`src/rtl/sweep_tbl_pkg.sv`:
```
package sweep_tbl_pkg;

    localparam int unsigned TBL_DATA_W = 16;
    localparam int unsigned TBL_DEPTH  = 256;

    // Which client currently drives the table address.
    typedef enum logic {
        SRC_REGS = 1'b0,
        SRC_SEQ  = 1'b1
    } addr_src_e;

    // Registered status that accompanies each table access.
    typedef struct packed {
        logic valid;
        logic reject;
    } tbl_flags_t;

    function automatic addr_src_e pick_source(input logic sweep_on);
        return sweep_on ? SRC_SEQ : SRC_REGS;
    endfunction

endpackage

```
`src/rtl/sweep_tbl_arbiter.sv`:
```
module sweep_tbl_arbiter
    import sweep_tbl_pkg::*;
#(
    parameter int unsigned ADDR_W = 8
) (
    input  logic              sweep_en,
    input  logic [ADDR_W-1:0] reg_addr,
    input  logic              reg_wr,
    input  logic [ADDR_W-1:0] seq_addr,
    input  logic              seq_rd,
    output logic [ADDR_W-1:0] tbl_addr,
    output logic              tbl_we,
    output logic              tbl_re,
    output logic              wr_blocked
);

    addr_src_e src;

    always_comb begin
        src = pick_source(sweep_en);
        unique case (src)
            SRC_SEQ:  tbl_addr = seq_addr;
            default:  tbl_addr = reg_addr;
        endcase
        // Write port is locked while the sweep owns the table.
        tbl_we     = reg_wr && (src == SRC_REGS);
        wr_blocked = reg_wr && (src == SRC_SEQ);
        tbl_re     = seq_rd;
    end

endmodule

```
`src/rtl/sweep_tbl_array.sv`:
```
module sweep_tbl_array #(
    parameter int unsigned DATA_W = 16,
    parameter int unsigned DEPTH  = 256,
    localparam int unsigned ADDR_W = $clog2(DEPTH)
) (
    input  logic              clk,
    input  logic              rst,
    input  logic [ADDR_W-1:0] addr,
    input  logic              we,
    input  logic [DATA_W-1:0] wdata,
    input  logic              re,
    output logic [DATA_W-1:0] rdata
);

    logic [DATA_W-1:0] store [DEPTH];

    // Storage has no reset: contents are loaded by the register client.
    always_ff @(posedge clk) begin
        if (we) begin
            store[addr] <= wdata;
        end
    end

    // Registered read; a same-cycle write is not yet visible (old word out).
    always_ff @(posedge clk) begin
        if (rst) begin
            rdata <= '0;
        end else if (re) begin
            rdata <= store[addr];
        end
    end

endmodule

```
`src/rtl/sweep_tbl_flags.sv`:
```
module sweep_tbl_flags
    import sweep_tbl_pkg::*;
(
    input  logic       clk,
    input  logic       rst,
    input  logic       rd_strobe,
    input  logic       wr_blocked,
    output tbl_flags_t flags
);

    always_ff @(posedge clk) begin
        if (rst) begin
            flags <= '0;
        end else begin
            flags.valid  <= rd_strobe;
            flags.reject <= wr_blocked;
        end
    end

endmodule

```
`src/rtl/sweep_table_mem.sv`:
```
module sweep_table_mem
    import sweep_tbl_pkg::*;
#(
    parameter int unsigned DATA_W = TBL_DATA_W,
    parameter int unsigned DEPTH  = TBL_DEPTH,
    localparam int unsigned ADDR_W = $clog2(DEPTH)
) (
    input  logic              clk,
    input  logic              rst,
    input  logic [DATA_W-1:0] wr_data,
    input  logic [ADDR_W-1:0] reg_addr,
    input  logic              reg_wr,
    input  logic [ADDR_W-1:0] seq_addr,
    input  logic              seq_rd,
    input  logic              sweep_en,
    output logic [DATA_W-1:0] rd_data,
    output logic              rd_valid,
    output logic              wr_reject
);

    logic [ADDR_W-1:0] tbl_addr;
    logic              tbl_we;
    logic              tbl_re;
    logic              wr_blocked;
    tbl_flags_t        flags;

    sweep_tbl_arbiter #(.ADDR_W(ADDR_W)) u_arb (
        .sweep_en   (sweep_en),
        .reg_addr   (reg_addr),
        .reg_wr     (reg_wr),
        .seq_addr   (seq_addr),
        .seq_rd     (seq_rd),
        .tbl_addr   (tbl_addr),
        .tbl_we     (tbl_we),
        .tbl_re     (tbl_re),
        .wr_blocked (wr_blocked)
    );

    sweep_tbl_array #(.DATA_W(DATA_W), .DEPTH(DEPTH)) u_array (
        .clk   (clk),
        .rst   (rst),
        .addr  (tbl_addr),
        .we    (tbl_we),
        .wdata (wr_data),
        .re    (tbl_re),
        .rdata (rd_data)
    );

    sweep_tbl_flags u_flags (
        .clk        (clk),
        .rst        (rst),
        .rd_strobe  (tbl_re),
        .wr_blocked (wr_blocked),
        .flags      (flags)
    );

    assign rd_valid  = flags.valid;
    assign wr_reject = flags.reject;

endmodule

```
`config.mk`:
```
export PLATFORM = sky130hd
export DESIGN_NAME = sweep_table_mem
export DESIGN_NICKNAME = d
export VERILOG_FILES = /design/src/rtl/sweep_tbl_pkg.sv /design/src/rtl/sweep_tbl_arbiter.sv /design/src/rtl/sweep_tbl_array.sv /design/src/rtl/sweep_tbl_flags.sv /design/src/rtl/sweep_table_mem.sv
export SDC_FILE = /design/constraint.sdc
export NUM_CORES = 2
export LEC_CHECK = 0
export BUFFER_PORTS_ARGS = -buffer_cell sky130_fd_sc_hd__buf_2
export CAP_MARGIN = 0
export CORE_MARGIN = 5
export CORE_UTILIZATION = 56
export DETAILED_ROUTE_END_ITERATION = 16
export PLACE_DENSITY = 0.72
export SYNTH_ARGS = -nofsm -noshare
export SYNTH_HDL_FRONTEND = slang
export SYNTH_SLANG_ARGS = --single-unit
```
`constraint.sdc`:
```
create_clock -name clk -period 9.75 [get_ports clk]
set_clock_uncertainty 0.15 [all_clocks]
set_input_delay 0.975 -clock clk [delete_from_list [all_inputs] [get_ports clk]]
set_output_delay 0.975 -clock clk [all_outputs]
set_load 0.005 [all_outputs]
```
---- Word-level counts from Yosys, hierarchy flattened ----
Memories as Yosys holds them, arrays and structs flattened. A register that Yosys moved wholly into a read port is not among the register bits.
Cells that the tools add are included.
cells by class
  reductions and logical operators ........ 2
  muxes and demuxes ....................... 4
  bitwise operators ....................... 1
operators by type and width
  cell                 number
  $mux W8              1
  $mux W1              3
  $logic_and A1 B1 Y1  2
  $not A1 Y1           1
word-level totals
  bits in registers ....................... 2
  memories kept ........................... 1
  bits in writable memories ............... 4096
  logic and storage cells ................. 10
  output and inout port bits .............. 18
  bits of input ports ..................... 37
memory list
  name           depth  width  read ports  clocked after memory_dff  write ports  line                   source
  u_array.store  256    16     1           1                         1            sweep_tbl_array.sv:15  logic [DATA_W-1:0] store [DEPTH];

---- Depth between registers and ports, before layout ----
  depth after elaboration ................. 5
  gate-level depth with buffers ........... 11

---- By module ----
From an unflattened synthesis, not the netlist that was laid out.
second synthesis, totals
  cell total of the unflattened synthesis .. 7055
  area total of the unflattened synthesis .. 156979.3 um^2
modules (own cells, without submodules)
  module             times used  sequential area each (um^2)  area an instance (um^2)  cells each
  sweep_tbl_array    1           123318.3                     156771.6                 7039
  sweep_tbl_arbiter  1           0.0                          155.1                    12
  sweep_tbl_flags    1           40.0                         52.6                     4

---- Worst setup path before layout ----
OpenSTA, ideal clock, no wires.
  path kind ............................... input -> register
  from .................................... input sweep_en
  to ...................................... memory u_array.store[198][0] (enable)
  library setup time ...................... 0.409 ns
  arrival ................................. 3.783 ns
  stages on the path ...................... 9
  path slack .............................. 5.408 ns
  required time ........................... 9.191 ns
  cells stage by stage .................... clkbuf_1 buf_2 buf_2 nand2_1 o32ai_1 clkbuf_1 nand3_1 clkbuf_1 nor3_1
between the ends
  cells in the longest elaborated chain, start to end .. 5
  elaborated cells on any way between the ends .. 6
  those cells by class .................... 4 x mux; 1 x bitwise; 1 x reduce/logical
RTL lines
  what                           line                     source
  start, declared                sweep_table_mem.sv:15    input logic sweep_en,
  $mux W1 *                      sweep_tbl_pkg.sv:19      return sweep_on ? SRC_SEQ : SRC_REGS;
  $not A1 Y1                     sweep_tbl_arbiter.sv:26  tbl_we = reg_wr && (src == SRC_REGS);
  $logic_and A1 B1 Y1            sweep_tbl_arbiter.sv:26
  $mux W1                        sweep_tbl_array.sv:19    if (we) begin
  $mux W1 (not written as such)  sweep_tbl_array.sv:20    store[addr] <= wdata;
  end, declared                  sweep_tbl_array.sv:15
Every way passes the cells marked *; elsewhere a longest branch is shown, timed or not.

---- Worst setup path in the final report ----
  from .................................... input sweep_en
  to ...................................... register u_array.rdata[5] (read register of u_array.store)
between the ends
  cells in the longest elaborated chain, start to end .. 2
RTL lines
  what           line                     source
  $mux W1        sweep_tbl_pkg.sv:19
  $mux W8        sweep_tbl_arbiter.sv:21  unique case (src)
  end, declared  sweep_tbl_array.sv:12    output logic [DATA_W-1:0] rdata
Every way passes these cells.
A chain may end at the register's enable or synchronous reset.

==> summary.txt <==
Setup path
  • Required time at the endpoint of the critical path: 10350 ps
  • Cells on worst reg2reg path: 6
  • Kind of start point of the critical path: input pin
  • Arrival time reported for the critical path endpoint: approximately 6300 ps
  • Type of the setup path with the least slack: in2reg
  • Critical Path Sink Type: flip-flop
  • Largest fanout on the critical path: 60

Drt
  • Total DRC errors in the routed layout: 0
  • DR vias/cell: between 6 and 7
  • Number of nets with antenna violations after routing: 0
  • Wire per inst: 35.0 µm
  • Initial drt markers: between 10k and 15k
  • Count of TritonRoute iterations in the first routing pass: 6
  • Final routed wirelength across all metal layers: 403 mm
  • Via count: around 78k

Cells and area
  • Filler Cell Count: approximately 18k
  • Ratio of cells with drive above 1 in the final layout: around 28%
  • Number of nets in the final layout: 7490
  • Count of placed standard cells in the final layout, fillers left out: ~12k
  • Top library cells by usage in the layout, fill and taps aside: sky130_fd_sc_hd__edfxtp_1, sky130_fd_sc_hd__mux4_2, sky130_fd_sc_hd__nand2_1
  • Most common cell after layout, fill and taps aside: sky130_fd_sc_hd__edfxtp_1
  • Relative area change from synthesis to final layout: 12.8%

STA
  • Headroom to the max-slew limit: between 10 and 15%
  • Min Clock Period, post-route: between 5000 and 6000 ps
  • Share of the cycle needed by the critical path after routing: 58.7%
  • Setup Viol. Count Final: 0
  • Hold violation count in the final report: 0
  • Post-route setup TNS: 0 ps
  • Fin. max-slew vios: 0
  • Tightest Pin Transition: 1270 ps
  • Max Freq: 0.175 GHz
  • Worst-case hold slack: ~140 ps
  • RSZ-0062 raised after global routing: false

Die
  • Die Outline Area: 290000 µm²
  • Ports: 55
  • Die outline height: approximately 540 µm
  • Initial core utilization: between 50% and 60%
  • CORE AREA: ~280000 µm²
  • Horizontal die dimension: around 540 µm
  • Placement Rows: between 150 and 200

Clock tree
  • Worst-path clk slew: 60 ps
  • Post-CTS Setup Inserts: 0
  • Hold-fix buffers, CTS: 0
  • Root Buffer Master: sky130_fd_sc_hd__clkbuf_16
  • Clock network latency to the later pin of the worst-skew pair: 950 ps
  • H-tree levels: 5
  • TritonCTS clock tree: done
  • Buffer levels on the longest clock path: 4
  • Clock sink count: 4114
  • Number of buffers created by CTS: between 300 and 400
  • Total of cells resized after clock tree synthesis: 0

Synthesis
  • Post-synth EDFFs: between 4k and 5k
  • Average cell area after synthesis: ~22 µm²
  • Syn Nets: ~7.1k
  • Most used flip-flop cell after synthesis: sky130_fd_sc_hd__edfxtp_1
  • Total number of yosys warnings: 0
  • Top cells by area, synth: sky130_fd_sc_hd__edfxtp_1, sky130_fd_sc_hd__mux4_2, sky130_fd_sc_hd__a22oi_1
  • Post-synthesis instance area: 156000 µm²
  • Register area share after synthesis: 78.9%
  • Share of async-settable or async-resettable flops after synthesis: 0%
  • Yosys top cell by area: sky130_fd_sc_hd__edfxtp_1
  • Count of state elements after synthesis: 4114
  • Top-area cell type share of the netlist area: approximately four fifths
  • Count of different cell masters after synthesis: 39
  • Instance count of the mapped netlist: approximately 7k

Global route
  • Number of antenna violations at the first check in global routing: 28
  • Overall track demand over capacity in global routing: between 20 and 30%
  • Overflow after GRT: 0
  • Wire length of the first global-routing pass: ~580 mm
  • Via count of the first global-routing pass: a little under 80k
  • Largest net degree at the start of global routing: around 180

Power
  • Power density normalized to cell area: between 200 and 250 nW/µm²
  • Leak Pwr: ~0.054 µW
  • Peak VDD IR: 163 µV

Status
  • Run status: finished, final reports clean

Run
  • Max-Cap Viols: 0

Placement
  • Final weighted congestion of routability-driven global placement: approximately 0.84
  • HPWL reported at the end of detailed placement: between 200 and 250 mm
  • Number of port buffers: 54
  • Placed instance count: 10.8k

Worst hold path
  • Cell depth of the worst hold path: 3
  • Worst min-delay path category: in2reg
==> metrics by stage <==
stage	util, %	cell area (µm²)	setup slack, ps	total power (µW)
detailed placement	58.6	163000	3030	22000
floorplan	-	156000	5410	21100
finish	63.3	176000	4030	36900
global route	63.3	176000	3950	37900
global placement	58.6	163000	2710	21900
CTS	63.3	176000	4030	37000
==> registers in the layout (all words and copies together), names as in the netlist <==
register / cells
u_flags.flags: 2
u_array.store: 4096
u_array.rdata: 16
==> synth_stat cells (2+ instances only) <==
cell,number
sky130_fd_sc_hd__edfxtp_1,4096
sky130_fd_sc_hd__mux4_2,1024
sky130_fd_sc_hd__nand2_1,517
sky130_fd_sc_hd__a22oi_1,273
sky130_fd_sc_hd__nor2_1,231
sky130_fd_sc_hd__clkbuf_1,188
sky130_fd_sc_hd__a21oi_1,137
sky130_fd_sc_hd__buf_2,125
sky130_fd_sc_hd__a41oi_1,120
sky130_fd_sc_hd__o41ai_1,63
sky130_fd_sc_hd__buf_1,57
sky130_fd_sc_hd__nor3_1,49
sky130_fd_sc_hd__buf_4,41
sky130_fd_sc_hd__buf_6,18
sky130_fd_sc_hd__dfxtp_1,18
sky130_fd_sc_hd__a311oi_1,16
sky130_fd_sc_hd__and3_1,16
sky130_fd_sc_hd__o32ai_1,5
sky130_fd_sc_hd__and3b_1,4
sky130_fd_sc_hd__nor2b_1,4
sky130_fd_sc_hd__inv_1,3
sky130_fd_sc_hd__nand2b_1,3
sky130_fd_sc_hd__nand3_1,3
sky130_fd_sc_hd__nor3b_1,3
sky130_fd_sc_hd__mux2i_1,2
sky130_fd_sc_hd__or2_2,2
==> worst paths after layout <==
path                        to  slack, ps                   from
max           u_array.rdata[5]       4030               sweep_en
min           u_flags.flags[0]        140                 reg_wr
max reg2reg   u_array.rdata[8]       6280  u_array.store[194][8]
min reg2reg  u_array.rdata[11]        440      u_array.rdata[11]
==> per-layer routing <==
metal | share of wire (%) | vias to the layer above | routed length [µm] | track usage, %
li1 | - | 30600 | - | -
met1 | 36 | 41200 | 147000 | 39.0
met2 | 48 | 5324 | 192000 | 42.8
met3 | 11 | 882 | 44800 | 5.79
met4 | 4.9 | 8 | 20000 | 11.9
met5 | 0.013 | - | 54 | 0
==> worst max-delay path: stages <==
cell	delay (ps)
sky130_fd_sc_hd__buf_2	620
sky130_fd_sc_hd__mux2_8	770
sky130_fd_sc_hd__buf_12	460
sky130_fd_sc_hd__buf_4	750
sky130_fd_sc_hd__mux4_2	610
sky130_fd_sc_hd__a22oi_1	230
sky130_fd_sc_hd__a21oi_1	130
sky130_fd_sc_hd__o41ai_1	1140
sky130_fd_sc_hd__and3_1	280
sky130_fd_sc_hd__a311oi_1	90
==> report_power, final <==
group	internal, µW	leakage [µW]	switching [µW]
registers	19500	0.0370	25.7
clock network	8730	0.00634	6540
logic	751	0.0109	1350
==> area by class of cell <==
type | count | area (µm²) | share of cell area (%)
clock buffers | 486 | 10500 | 5.94
repair buffers | 451 | 3750 | 2.12
clock inverters | 250 | 2490 | 1.41
flip-flops and latches | 4114 | 123000 | 69.9
well taps | 3724 | 4660 | 2.64
inverters | 3 | 11.3 | 0.00638
multi-input cells | 2485 | 31600 | 17.9
diodes | 19 | 47.5 | 0.0270
==> cell families after synthesis <==
family                 share of synthesized area, %
flip-flops                                     78.9
multiplexers                                   14.8
AND/OR/NAND/NOR                                2.10
AO/OA/AOI/OAI                                  2.94
buffers and inverters                          1.32
Note: power is estimated with default switching activity, not from simulation.
